### config.mk
export PLATFORM = sky130hd
export DESIGN_NAME = adc_result_seq
export DESIGN_NICKNAME = d
export VERILOG_FILES = /design/src/rtl/adc_seq_pkg.sv /design/src/rtl/adc_seq_ctrl.sv /design/src/rtl/adc_result_file.sv /design/src/rtl/adc_result_seq.sv
export SDC_FILE = /design/constraint.sdc
export NUM_CORES = 1
export LEC_CHECK = 0
export ABC_AREA = 1
export BUFFER_PORTS_ARGS = -buffer_cell sky130_fd_sc_hd__buf_4
export CAP_MARGIN = 40
export CORE_MARGIN = 10
export CORE_UTILIZATION = 25
export DETAILED_ROUTE_END_ITERATION = 10
export PLACE_DENSITY = 0.49
export SYNTH_ARGS = -nofsm -noshare
export SYNTH_HDL_FRONTEND = slang
export SYNTH_SLANG_ARGS = --single-unit
### constraint.sdc
create_clock -name clk -period 3.4 [get_ports clk]
set_clock_uncertainty 0.2 [all_clocks]
set_input_delay 0.34 -clock clk [delete_from_list [all_inputs] [get_ports clk]]
set_output_delay 0.34 -clock clk [all_outputs]
set_load 0.03 [all_outputs]
### src/rtl/adc_seq_pkg.sv
package adc_seq_pkg;

    typedef int unsigned uint_t;

    localparam uint_t DEF_REGS   = 16;
    localparam uint_t DEF_DATA_W = 12;
    localparam uint_t RESET_SPAN = 4;

    typedef enum logic {
        SEQ_IDLE = 1'b0,
        SEQ_RUN  = 1'b1
    } seq_state_e;

    typedef struct packed {
        logic start;
        logic abort;
        logic fifo;
        logic scan;
    } seq_cmd_t;

    // Number of results in one sequence for a length code; code 0 selects the whole file.
    function automatic uint_t seq_span(input uint_t code, input uint_t nreg);
        return (code == 0) ? nreg : code;
    endfunction

endpackage

### src/rtl/adc_seq_ctrl.sv
module adc_seq_ctrl
    import adc_seq_pkg::*;
#(
    parameter uint_t NREG = DEF_REGS,
    localparam uint_t IW  = $clog2(NREG)
) (
    input  logic          clk,
    input  logic          rst,
    input  logic          res_valid,
    input  logic [IW-1:0] seq_len,
    input  seq_cmd_t      cmd,
    output logic          wr_en,
    output logic [IW-1:0] wr_idx,
    output logic          clr_all,
    output logic          seq_done
);

    seq_state_e    state;
    logic [IW-1:0] len_q;
    logic [IW-1:0] seq_pos;
    logic          last;

    assign clr_all = cmd.start | cmd.abort;
    assign wr_en   = res_valid && (state == SEQ_RUN) && !clr_all;
    assign last    = (uint_t'(seq_pos) + 1) == seq_span(uint_t'(len_q), NREG);

    always_ff @(posedge clk) begin
        if (rst) begin
            state    <= SEQ_RUN;
            len_q    <= IW'(RESET_SPAN);
            seq_pos  <= '0;
            wr_idx   <= '0;
            seq_done <= 1'b0;
        end else if (clr_all) begin
            if (cmd.start) len_q <= seq_len;
            state    <= cmd.abort ? SEQ_IDLE : SEQ_RUN;
            seq_pos  <= '0;
            wr_idx   <= '0;
            seq_done <= 1'b0;
        end else if (wr_en) begin
            if (last) begin
                seq_done <= 1'b1;
                seq_pos  <= '0;
                if (!cmd.scan) state <= SEQ_IDLE;
                wr_idx   <= cmd.fifo ? wr_idx + IW'(1) : '0;
            end else begin
                if (seq_pos == '0) seq_done <= 1'b0;
                seq_pos <= seq_pos + IW'(1);
                wr_idx  <= wr_idx + IW'(1);
            end
        end
    end

    a_r6_index_cleared: assert property (@(posedge clk) disable iff (rst)
        clr_all |=> (wr_idx == '0) && !seq_done);

    a_r3_index_restart: assert property (@(posedge clk) disable iff (rst)
        (wr_en && last && !cmd.fifo) |=> (wr_idx == '0) && seq_done);

    a_r4_fifo_advance: assert property (@(posedge clk) disable iff (rst)
        (wr_en && cmd.fifo) |=> wr_idx == IW'($past(wr_idx) + IW'(1)));

    a_r9_done_source: assert property (@(posedge clk) disable iff (rst)
        $rose(seq_done) |-> $past(wr_en));

endmodule

### src/rtl/adc_result_file.sv
module adc_result_file
    import adc_seq_pkg::*;
#(
    parameter uint_t NREG = DEF_REGS,
    parameter uint_t DW   = DEF_DATA_W,
    localparam uint_t IW  = $clog2(NREG)
) (
    input  logic            clk,
    input  logic            rst,
    input  logic            wr_en,
    input  logic [IW-1:0]   wr_idx,
    input  logic [DW-1:0]   wr_data,
    input  logic            clr_all,
    input  logic            rd_clr,
    input  logic [IW-1:0]   rd_idx,
    output logic [DW-1:0]   rd_data,
    output logic [NREG-1:0] flags
);

    logic [DW-1:0] regs [NREG];

    assign rd_data = regs[rd_idx];

    always_ff @(posedge clk) begin
        if (rst) begin
            for (int i = 0; i < int'(NREG); i++) regs[i] <= '0;
        end else if (wr_en) begin
            regs[wr_idx] <= wr_data;
        end
    end

    always_ff @(posedge clk) begin
        if (rst || clr_all) begin
            flags <= '0;
        end else begin
            if (rd_clr) flags[rd_idx] <= 1'b0;
            if (wr_en)  flags[wr_idx] <= 1'b1;
        end
    end

    a_r8_flag_set: assert property (@(posedge clk) disable iff (rst)
        wr_en |=> flags[$past(wr_idx)]);

    a_r6_flags_cleared: assert property (@(posedge clk) disable iff (rst)
        clr_all |=> flags == '0);

    a_r10_read_clear: assert property (@(posedge clk) disable iff (rst)
        (rd_clr && !clr_all && !(wr_en && wr_idx == rd_idx)) |=> !flags[$past(rd_idx)]);

endmodule

### src/rtl/adc_result_seq.sv
module adc_result_seq
    import adc_seq_pkg::*;
#(
    parameter uint_t NREG = DEF_REGS,
    parameter uint_t DW   = DEF_DATA_W,
    localparam uint_t IW  = $clog2(NREG)
) (
    input  logic            clk,
    input  logic            rst,
    input  logic            res_valid,
    input  logic [DW-1:0]   res_data,
    input  logic [IW-1:0]   seq_len,
    input  logic            fifo_en,
    input  logic            scan_en,
    input  logic            start,
    input  logic            abort,
    input  logic            rd_en,
    input  logic [IW-1:0]   rd_idx,
    input  logic            rd_fast_clr,
    output logic [DW-1:0]   rd_data,
    output logic [NREG-1:0] cc_flags,
    output logic [IW-1:0]   conv_cnt,
    output logic            seq_done,
    output logic            cmp_disable
);

    seq_cmd_t      cmd;
    logic          wr_en;
    logic [IW-1:0] wr_idx;
    logic          clr_all;

    assign cmd = '{start: start, abort: abort, fifo: fifo_en, scan: scan_en};
    assign conv_cnt    = wr_idx;
    assign cmp_disable = fifo_en;

    adc_seq_ctrl #(.NREG(NREG)) u_ctrl (
        .clk      (clk),
        .rst      (rst),
        .res_valid(res_valid),
        .seq_len  (seq_len),
        .cmd      (cmd),
        .wr_en    (wr_en),
        .wr_idx   (wr_idx),
        .clr_all  (clr_all),
        .seq_done (seq_done)
    );

    adc_result_file #(.NREG(NREG), .DW(DW)) u_file (
        .clk    (clk),
        .rst    (rst),
        .wr_en  (wr_en),
        .wr_idx (wr_idx),
        .wr_data(res_data),
        .clr_all(clr_all),
        .rd_clr (rd_en && rd_fast_clr),
        .rd_idx (rd_idx),
        .rd_data(rd_data),
        .flags  (cc_flags)
    );

    a_r7_drop_on_clear: assert property (@(posedge clk) disable iff (rst)
        (res_valid && (start || abort)) |=> (cc_flags == '0) && (conv_cnt == '0));

endmodule

==> results.json, run 1 <==
{
  "p_per_area_nw_per_um2": 524,
  "regArea_um2": 6370,
  "reg2regPathDepth": 6,
  "slew_headroom": 0.438,
  "cts_max_path_buffers": 3,
  "drive_gt1_frac": 0.134,
  "track_usage": 0.125,
  "synth_fp_nets": 960,
  "hpwl_um": 20000,
  "coreArea_um2": 38500,
  "ctsResizeCount": 0,
  "setup_violations": 0,
  "die_w_um": 217,
  "start_util": 0.252,
  "cp_num_buf_inv": 2,
  "endpoint": "u_file.regs[7][0]",
  "drv_slew": 0,
  "cts_setup_buffers": 0,
  "io_buffers": 62,
  "arrival_ns": 2.77,
  "maxCapViolCount": 0,
  "grt_pass1_wl_um": 45400,
  "clkTransAtPathRegs_ns": 0.06,
  "crit_start": "abort",
  "min_delay_path_depth": 7,
  "min_path_type": "input pin to flip-flop",
  "grt_max_degree": 53,
  "reg2reg_to": "u_file.regs[7][0]",
  "ys_seq_elements": 222,
  "cp_common_cell": "nor2_4",
  "root_buffer": "clkbuf_16",
  "n_antenna_cell": 0,
  "crit_type": "input pin to flip-flop",
  "wl_per_cell_um": 19.8,
  "dr_total_vias": 7068,
  "finalNetCount": 1014,
  "grt_pass1_vias": 7278,
  "route.final.wire_length_um": 29900,
  "fin_crit_ns": 2.81,
  "synth_top_family_by_area": "simple AND/OR/NAND/NOR gates",
  "dieArea_um2": 47000,
  "gp_congestion": 0.794,
  "synth-simple-area-share": 0.186,
  "vias_per_cell": 4.67,
  "cp_slowest_cell": "nand2_1",
  "fmax_mhz": 355,
  "hold_ws_ns": 0.0106,
  "synth-compound-area-share": 0.102,
  "ir_worst_vdd_mv": 0.439,
  "crit_fanout": 14,
  "first_pass_iters": 5,
  "cp.required_ns": 3.35,
  "fillerInstances": 3984,
  "ys_seq_area_frac": 0.657,
  "cellLeakagePower_nw": 4.48,
  "syn_area_um2": 9690,
  "end_kind": "flip-flop",
  "fin_crit_sh": 0.828,
  "antenna_found_initial": 0,
  "holdBufCountCts": 10,
  "synth-xor-area-share": 0,
  "synth.area.mux_share": 0,
  "ys.warnings.count": 0,
  "clk_latency_ns": 0.52,
  "cts_tree": "yes",
  "gr-total-overflow": 0,
  "start_kind": "input pin",
  "critPathTopFamily": "simple AND/OR/NAND/NOR gates",
  "drt-initial-drc-count": 617,
  "tns_ns": 0,
  "grt_setup_unrepaired": "false",
  "netlist_instances": 925,
  "outcome": "complete, no violations",
  "synth.distinct_cells": 26,
  "drtAntennaViolNets": 0,
  "multi_input_area_um2": 2880,
  "path_depth": 7,
  "r2r_setup_slack_ns": 0.73,
  "synth_area_per_cell_um2": 10.5,
  "hold_viol_final": 0,
  "max_stage_delay_ns": 0.62,
  "cts_max_level": 1,
  "rows": 72,
  "synthToLayoutAreaGrowth_pct": 19.1,
  "cts_made_buffers": 24,
  "clkSinkCount": 222,
  "synthAdderAreaFrac": 0.00775,
  "drc_errors": 0,
  "tightest_slew_ns": 0.841,
  "r2r-start": "u_ctrl.state",
  "die_h_um": 217,
  "io_pins": 63,
  "crit_chain": "dlygate4sd3_1 -> buf_4 -> nor2_4 -> nand2_2 -> nor2_4 -> nand3_2 -> nand2_1"
}
-- registers in the layout, summed over array words and instances (netlist names) --
signal           flops
u_ctrl.seq_pos       4
u_ctrl.len_q         4
u_file.flags        16
u_file.regs        192
u_ctrl.seq_done      1
u_ctrl.wr_idx        4
u_ctrl.state         1
-- how the worst min path moves through the flow --
stage	from	endpoint	slack, ns
2_1_floorplan	rst	u_ctrl.len_q[2]	0.24
3_3_place_gp	u_file.flags[14]	u_file.flags[14]	0.27
3_5_place_dp	u_file.flags[14]	u_file.flags[14]	0.27
4_1_cts	scan_en	u_ctrl.state	0.003
5_1_grt	scan_en	u_ctrl.state	0.05
6_report	scan_en	u_ctrl.state	0.01
-- layout make-up --
| type | instances | area share |
|---|---|---|
| well taps | 518 | 0.0562 |
| flip-flops and latches | 222 | 0.552 |
| inverters | 50 | 0.0163 |
| multi-input cells | 594 | 0.249 |
| clock inverters | 16 | 0.0114 |
| clock buffers | 27 | 0.0530 |
| repair buffers | 87 | 0.0620 |
-- power by group --
group          internal (mW)  switching, mW  total, mW
Sequential              3.04         0.0291       3.07
Combinational          0.125          0.328      0.454
Clock                   1.44           1.08       2.52
Total                   4.60           1.44       6.04
-- synthesized netlist by cell type --
cell type | count | area (um2)
nor2_1 | 214 | 803
edfxtp_1 | 192 | 5770
nand2_1 | 180 | 676
a22oi_1 | 96 | 721
inv_1 | 42 | 158
buf_2 | 30 | 150
dfxtp_1 | 30 | 601
clkbuf_1 | 26 | 97.6
a21oi_1 | 24 | 120
o21ai_0 | 24 | 120
nand3_1 | 15 | 75.1
nand4_1 | 13 | 81.3
nand3_2 | 9 | 90.1
inv_2 | 7 | 26.3
ha_1 | 6 | 75.1
nor2_2 | 3 | 18.8
nand3b_1 | 2 | 15.0
nor2_4 | 2 | 22.5
o22ai_1 | 2 | 12.5
o31ai_1 | 2 | 15.0
buf_1 | 1 | 3.75
buf_4 | 1 | 7.51
buf_6 | 1 | 11.3
clkinv_1 | 1 | 3.75
nand2_2 | 1 | 6.26
nor4_2 | 1 | 12.5
-- through the flow --
stage                     instance area [um2]  instances  worst slack (ns)   util  power [mW]
after global routing                    11500       1514             0.431  0.300        6.24
after detailed placement                10700       1461             0.557  0.278        3.57
final                                   11500       1514             0.585  0.300        6.04
after global placement                  10700       1461             0.555  0.278        3.57
after floorplan                          9690        925              1.26      -        3.36
after CTS                               11500       1514             0.537  0.300        6.09
-- cells in the final DEF, fill, tap and decap left out --
| master | instances |
|---|---|
| a21oi_1 | 24 |
| a22oi_1 | 96 |
| buf_12 | 3 |
| buf_4 | 74 |
| bufinv_16 | 2 |
| clkbuf_1 | 3 |
| clkbuf_16 | 24 |
| clkinv_1 | 9 |
| clkinv_2 | 5 |
| clkinv_8 | 1 |
| dfxtp_1 | 30 |
| dlygate4sd3_1 | 10 |
| edfxtp_1 | 192 |
| ha_1 | 6 |
| inv_1 | 42 |
| inv_2 | 7 |
| nand2_1 | 180 |
| nand2_2 | 1 |
| nand3_1 | 15 |
| nand3_2 | 9 |
| nand3b_1 | 2 |
| nand4_1 | 13 |
| nor2_1 | 213 |
| nor2_2 | 2 |
| nor2_4 | 4 |
| nor4_2 | 1 |
| o21ai_0 | 24 |
| o22ai_1 | 2 |
| o31ai_1 | 2 |
-- worst min-delay path: cells and delay by family --
family | cells | cell delay (ns)
and+or+nand+nor | 6 | 0.28
buffers and inverters | 1 | 0.08
-- logic make-up after synthesis --
kind of cell,count (synthesis)
flops,222
compound gates,148
simple gates,440
fa+ha+maj,6
buf+inv,109
-- metal layers --
layer | GRT usage | vias up | share of wire
met5 | 0 | - | 0
met2 | 0.201 | 230 | 0.47
li1 | - | 3307 | -
met1 | 0.165 | 3481 | 0.44
met4 | 0.0450 | 0 | 0.033
met3 | 0.0229 | 50 | 0.059
Note: power is estimated with default switching activity, not from simulation.
==> inputs of run 2 (changes only) <==
--- a/config.mk
+++ b/config.mk
@@ -11,7 +11,7 @@
 export CORE_MARGIN = 10
 export CORE_UTILIZATION = 25
 export DETAILED_ROUTE_END_ITERATION = 10
-export PLACE_DENSITY = 0.49
+export PLACE_DENSITY = 0.5
 export SYNTH_ARGS = -nofsm -noshare
 export SYNTH_HDL_FRONTEND = slang
 export SYNTH_SLANG_ARGS = --single-unit
==> constraint.sdc (replaced) <==
create_clock -name clk -period 2.3 [get_ports clk]
set_clock_uncertainty 0.2 [all_clocks]
set_input_delay 0.23 -clock clk [delete_from_list [all_inputs] [get_ports clk]]
set_output_delay 0.23 -clock clk [all_outputs]
set_load 0.03 [all_outputs]
==> run 2 against run 1 <==
Combinational power up 63%; flip-flop and latch count unchanged; non-clock buffer count rose by 39; sequential share of layout area is 2.9 points lower; die area did not move; critical path depth is 2 lower; total power up 56%; largest cell class unchanged; highest routed layer unchanged.
==> results.json, run 2 (synthesized netlist as in run 1, its figures left out) <==
{
  "wl_per_cell_um": 19.0,
  "fmax_mhz": 447,
  "top_register": "u_file.regs",
  "io_buffers": 62,
  "dr_total_vias": 7186,
  "coreArea_um2": 38500,
  "fillerInstances": 3955,
  "n_antenna_cell": 0,
  "reg2regPathDepth": 11,
  "cts_max_path_buffers": 3,
  "hpwl_um": 19400,
  "reg.largest.list": "u_file.regs x192, u_file.flags x16",
  "tns_ns": 0,
  "gr-total-overflow": 0,
  "crit_start": "u_file.regs[0][11]",
  "synthToLayoutAreaGrowth_pct": 25.7,
  "drtAntennaViolNets": 0,
  "slew_headroom": 0.525,
  "start_util": 0.252,
  "crit_type": "flip-flop to output port",
  "cts_made_buffers": 26,
  "drv_slew": 0,
  "clk_latency_ns": 0.53,
  "drc_errors": 0,
  "dieArea_um2": 47000,
  "post-route-util": 0.316,
  "end_kind": "output port",
  "final_common_cell": "nor2_1",
  "hold_viol_final": 0,
  "track_usage": 0.123,
  "ir_worst_vdd_mv": 0.406,
  "antenna_found_initial": 0,
  "cts_max_level": 1,
  "first_pass_iters": 5,
  "fin_crit_sh": 0.972,
  "cp.required_ns": 1.87,
  "gp_congestion": 0.794,
  "layout_common_cells": "nor2_1, edfxtp_1, nand2_1, a22oi_1, buf_4",
  "largest_reg_flops": 192,
  "grt_pass1_vias": 7345,
  "endpoint": "rd_data[11]",
  "rows": 72,
  "arrival_ns": 1.81,
  "outcome": "complete, no violations",
  "reg2reg_to": "u_ctrl.wr_idx[3]",
  "fin_crit_ns": 2.24,
  "cellLeakagePower_nw": 4.77,
  "r2r_setup_slack_ns": 0.24,
  "finalNetCount": 1055,
  "min_path_type": "input pin to flip-flop",
  "clkSinkCount": 222,
  "tightest_slew_ns": 0.712,
  "crit_fanout": 1,
  "start_kind": "flip-flop",
  "vias_per_cell": 4.62,
  "cts_setup_buffers": 0,
  "grt_max_degree": 52,
  "r2r-start": "u_ctrl.seq_pos[0]",
  "io_pins": 63,
  "clkTransAtPathRegs_ns": 0.06,
  "hold_ws_ns": 0.0745,
  "drt-initial-drc-count": 475,
  "setup_violations": 0,
  "maxCapViolCount": 0,
  "grt_setup_unrepaired": "true",
  "die_h_um": 217,
  "drive_gt1_frac": 0.161,
  "die_w_um": 217,
  "cts_tree": "yes",
  "route.final.wire_length_um": 29600,
  "p_per_area_nw_per_um2": 775,
  "root_buffer": "clkbuf_16",
  "grt_pass1_wl_um": 44800,
  "finalPower_mw": 9.44
}
[run 2: cell types whose count changed in the layout (fill, tap and decap cells not counted), sizes merged]
cell,delta
buf,+28
dlygate4sd3,+11
clkbuf,+8
clkinv,-6
bufinv,+1
inv,+1
[run 2: layout make-up]
class	instances	area (um2)	area share
Clock inverter	12	141	0.0116
Timing Repair Buffer	126	1220	0.101
Sequential cell	222	6370	0.523
Clock buffer	35	716	0.0588
Multi-Input combinational cell	594	2890	0.238
Inverter	50	188	0.0154
Tap cell	518	648	0.0532
[run 2: timing repair]
item / CTS / global route
resized for setup: 1 / 2
hold buffers: 21 / 0
setup endpoints to repair: 1 / 5
hold endpoints to repair: 15 / 0
[run 2: critical path, cell delays in order, from the launching register on]
cell and delay, ns:
edfxtp_1 0.39, a22oi_2 0.28, nand2_1 0.11, nand2_1 0.07, nand4_1 0.18, buf_4 0.24
[run 2: metrics by stage]
| step | cell area, um2 | instances | setup slack (ns) |
|---|---|---|---|
| floorplan | 9690 | 925 | 0.162 |
| global placement | 11100 | 1489 | 0.118 |
| detailed placement | 11100 | 1489 | 0.108 |
| CTS | 12200 | 1557 | 0.00425 |
| global route | 12200 | 1557 | -0.00868 |
| finish | 12200 | 1557 | 0.0649 |
[run 2: worst min path at each step]
| stage | startpoint | end | slack [ns] | cells past startpoint |
|---|---|---|---|---|
| CTS | res_data[7] | u_file.regs[11][7] | 0.07 | 3 |
| global route | res_data[7] | u_file.regs[10][7] | 0.1 | 3 |
| finish | res_data[7] | u_file.regs[11][7] | 0.07 | 3 |
| detailed placement | seq_len[2] | u_ctrl.len_q[2] | 0.25 | 3 |
| global placement | seq_len[2] | u_ctrl.len_q[2] | 0.25 | 3 |
| floorplan | rst | u_ctrl.len_q[2] | 0.13 | 2 |
[run 2: routing by layer]
metal  share of wire  global-route usage  routed length, um
met1            0.42               0.153              12400
met2            0.49               0.210              14400
met3           0.064              0.0257               1880
met4           0.030              0.0394                880
met5               0                   0                  0
[run 2: report_power, final]
part           switching (mW)  internal, mW
combinational           0.487         0.254
sequential             0.0421          4.49
clock                    1.65          2.51
==> inputs of run 3 (changes only) <==
--- a/config.mk
+++ b/config.mk
@@ -8,7 +8,6 @@
 export ABC_AREA = 1
 export BUFFER_PORTS_ARGS = -buffer_cell sky130_fd_sc_hd__buf_4
 export CAP_MARGIN = 40
-export CORE_MARGIN = 10
 export CORE_UTILIZATION = 25
 export DETAILED_ROUTE_END_ITERATION = 10
 export PLACE_DENSITY = 0.5
==> run 3 against run 2 <==
Fmax is essentially flat; utilization grew 0.31 points; wire length grew 3.4%; register-to-register slack lost 0.04 ns; setup slack gained 0.0019 ns; sequential power is essentially flat; combinational power grew 3.0%; critical path depth is the same.
==> results.json, run 3 (synthesized netlist as in run 1, its figures left out) <==
{
  "maxCapViolCount": 0,
  "layout_common_cells": "nor2_1, edfxtp_1, nand2_1, buf_4, a22oi_1",
  "fillerInstances": 3920,
  "grt_pass1_wl_um": 45900,
  "start_util": 0.255,
  "synthToLayoutAreaGrowth_pct": 25.1,
  "setup_violations": 0,
  "regArea_um2": 6370,
  "clkTransAtPathRegs_ns": 0.06,
  "start_kind": "flip-flop",
  "arrival_ns": 1.80,
  "max_stage_delay_ns": 0.38,
  "multi_input_area_um2": 2930,
  "reg.largest.list": "u_file.regs x192, u_file.flags x16",
  "cp.required_ns": 1.87,
  "setup_ws_ns": 0.0668,
  "fin_crit_ns": 2.23,
  "crit_fanout": 1,
  "cts_setup_buffers": 0,
  "io_buffers": 62,
  "path_depth": 5,
  "finalPower_mw": 9.39,
  "cts_tree": "yes",
  "cp_num_buf_inv": 1,
  "crit_chain": "a22oi_2 -> nand2_1 -> nand2_1 -> nand4_1 -> buf_6",
  "cp_common_cell": "nand2_1",
  "drt-initial-drc-count": 557,
  "slew_headroom": 0.483,
  "drv_slew": 0,
  "antenna_found_initial": 0,
  "cts_max_path_buffers": 3,
  "p_per_area_nw_per_um2": 774,
  "die_w_um": 199,
  "dieArea_um2": 39500,
  "finalNetCount": 1058,
  "rows": 71,
  "fin_crit_sh": 0.971,
  "cp_slowest_cell": "edfxtp_1",
  "post-route-util": 0.320,
  "grt_max_degree": 49,
  "io_pins": 63,
  "hold_viol_final": 0,
  "clk_latency_ns": 0.53,
  "gp_congestion": 0.816,
  "tightest_slew_ns": 0.775,
  "route.final.wire_length_um": 30600,
  "gr-total-overflow": 0,
  "first_pass_iters": 5,
  "reg2regPathDepth": 7,
  "die_h_um": 199,
  "end_kind": "output port",
  "largest_reg_flops": 192,
  "n_antenna_cell": 0,
  "track_usage": 0.157,
  "grt_pass1_vias": 7256,
  "vias_per_cell": 4.67,
  "outcome": "complete, no violations",
  "critPathTopFamily": "simple AND/OR/NAND/NOR gates",
  "cts_made_buffers": 25,
  "clkSinkCount": 222,
  "coreArea_um2": 37900,
  "drc_errors": 0,
  "final_common_cell": "nor2_1",
  "min_path_type": "input pin to flip-flop",
  "tns_ns": 0,
  "grt_setup_unrepaired": "false",
  "pre_cts_ws_ns": 0.111,
  "drtAntennaViolNets": 0,
  "root_buffer": "clkbuf_16",
  "dr_total_vias": 7254,
  "drive_gt1_frac": 0.172,
  "top_register": "u_file.regs",
  "cellLeakagePower_nw": 4.75,
  "cts_max_level": 1,
  "crit_type": "flip-flop to output port",
  "ir_worst_vdd_mv": 0.555,
  "wl_per_cell_um": 19.7,
  "fmax_mhz": 448,
  "min_delay_path_depth": 4,
  "hpwl_um": 19700
}
run 3: cell types whose count changed in the layout (fill, tap and decap cells not counted), sizes merged:
cell / previous run / this run
buf: 105 / 109
bufinv: 3 / 4
clkbuf: 35 / 32
run 3: layer usage:
metal	wire, um	GRT usage	vias to the layer above	share of wire
li1	-	-	3387	-
met1	12900	0.202	3585	0.42
met2	14900	0.267	231	0.49
met3	1790	0.0239	51	0.058
met4	1030	0.0570	0	0.034
met5	0	0	-	0
run 3: repair_timing:
action                                 in CTS  in global routing
gates resized for setup                     8                  7
pin swaps                                   2                  6
hold buffers                               21                  0
setup endpoints to repair                   5                 34
endpoints found under the hold margin      14                  0
run 3: worst reg2reg max path: stages (launching register included):
cell and delay [ns]:
dfxtp_1 0.34, nand2_1 0.07, inv_2 0.09, nand2_2 0.17, nor2_4 0.36, buf_4 0.21
nand3_2 0.30, nor2_1 0.21
run 3: worst paths after layout:
kind / end / slack, ns / startpoint
worst max-delay path: rd_data[3] / 0.07 / u_file.regs[1][3]
worst min-delay path: u_file.regs[1][5] / 0.02 / res_data[5]
worst max register to register: u_file.regs[12][2] / 0.20 / u_ctrl.state
worst min register to register: u_file.flags[1] / 0.28 / u_file.flags[1]
run 3: layout make-up:
class,count,area share
timing repair buffer,130,0.0968
multi-input combinational,594,0.242
tap,511,0.0527
clock buffer,32,0.0538
inverter,50,0.0155
sequential,222,0.525
clock inverter,13,0.0143
run 3: stage by stage:
| stage | std cells | hold slack [ns] | cell area [um2] |
|---|---|---|---|
| finish | 1552 | 0.0168 | 12100 |
| global route | 1552 | 0.0250 | 12100 |
| CTS | 1552 | 0.00770 | 12100 |
| detailed placement | 1486 | 0.257 | 11000 |
| global placement | 1486 | 0.260 | 11000 |
| floorplan | 925 | 0.130 | 9690 |
run 3: power breakdown:
| group | internal (mW) | switching, mW |
|---|---|---|
| sequential | 4.49 | 0.0446 |
| clock | 2.45 | 1.64 |
| combinational | 0.250 | 0.513 |
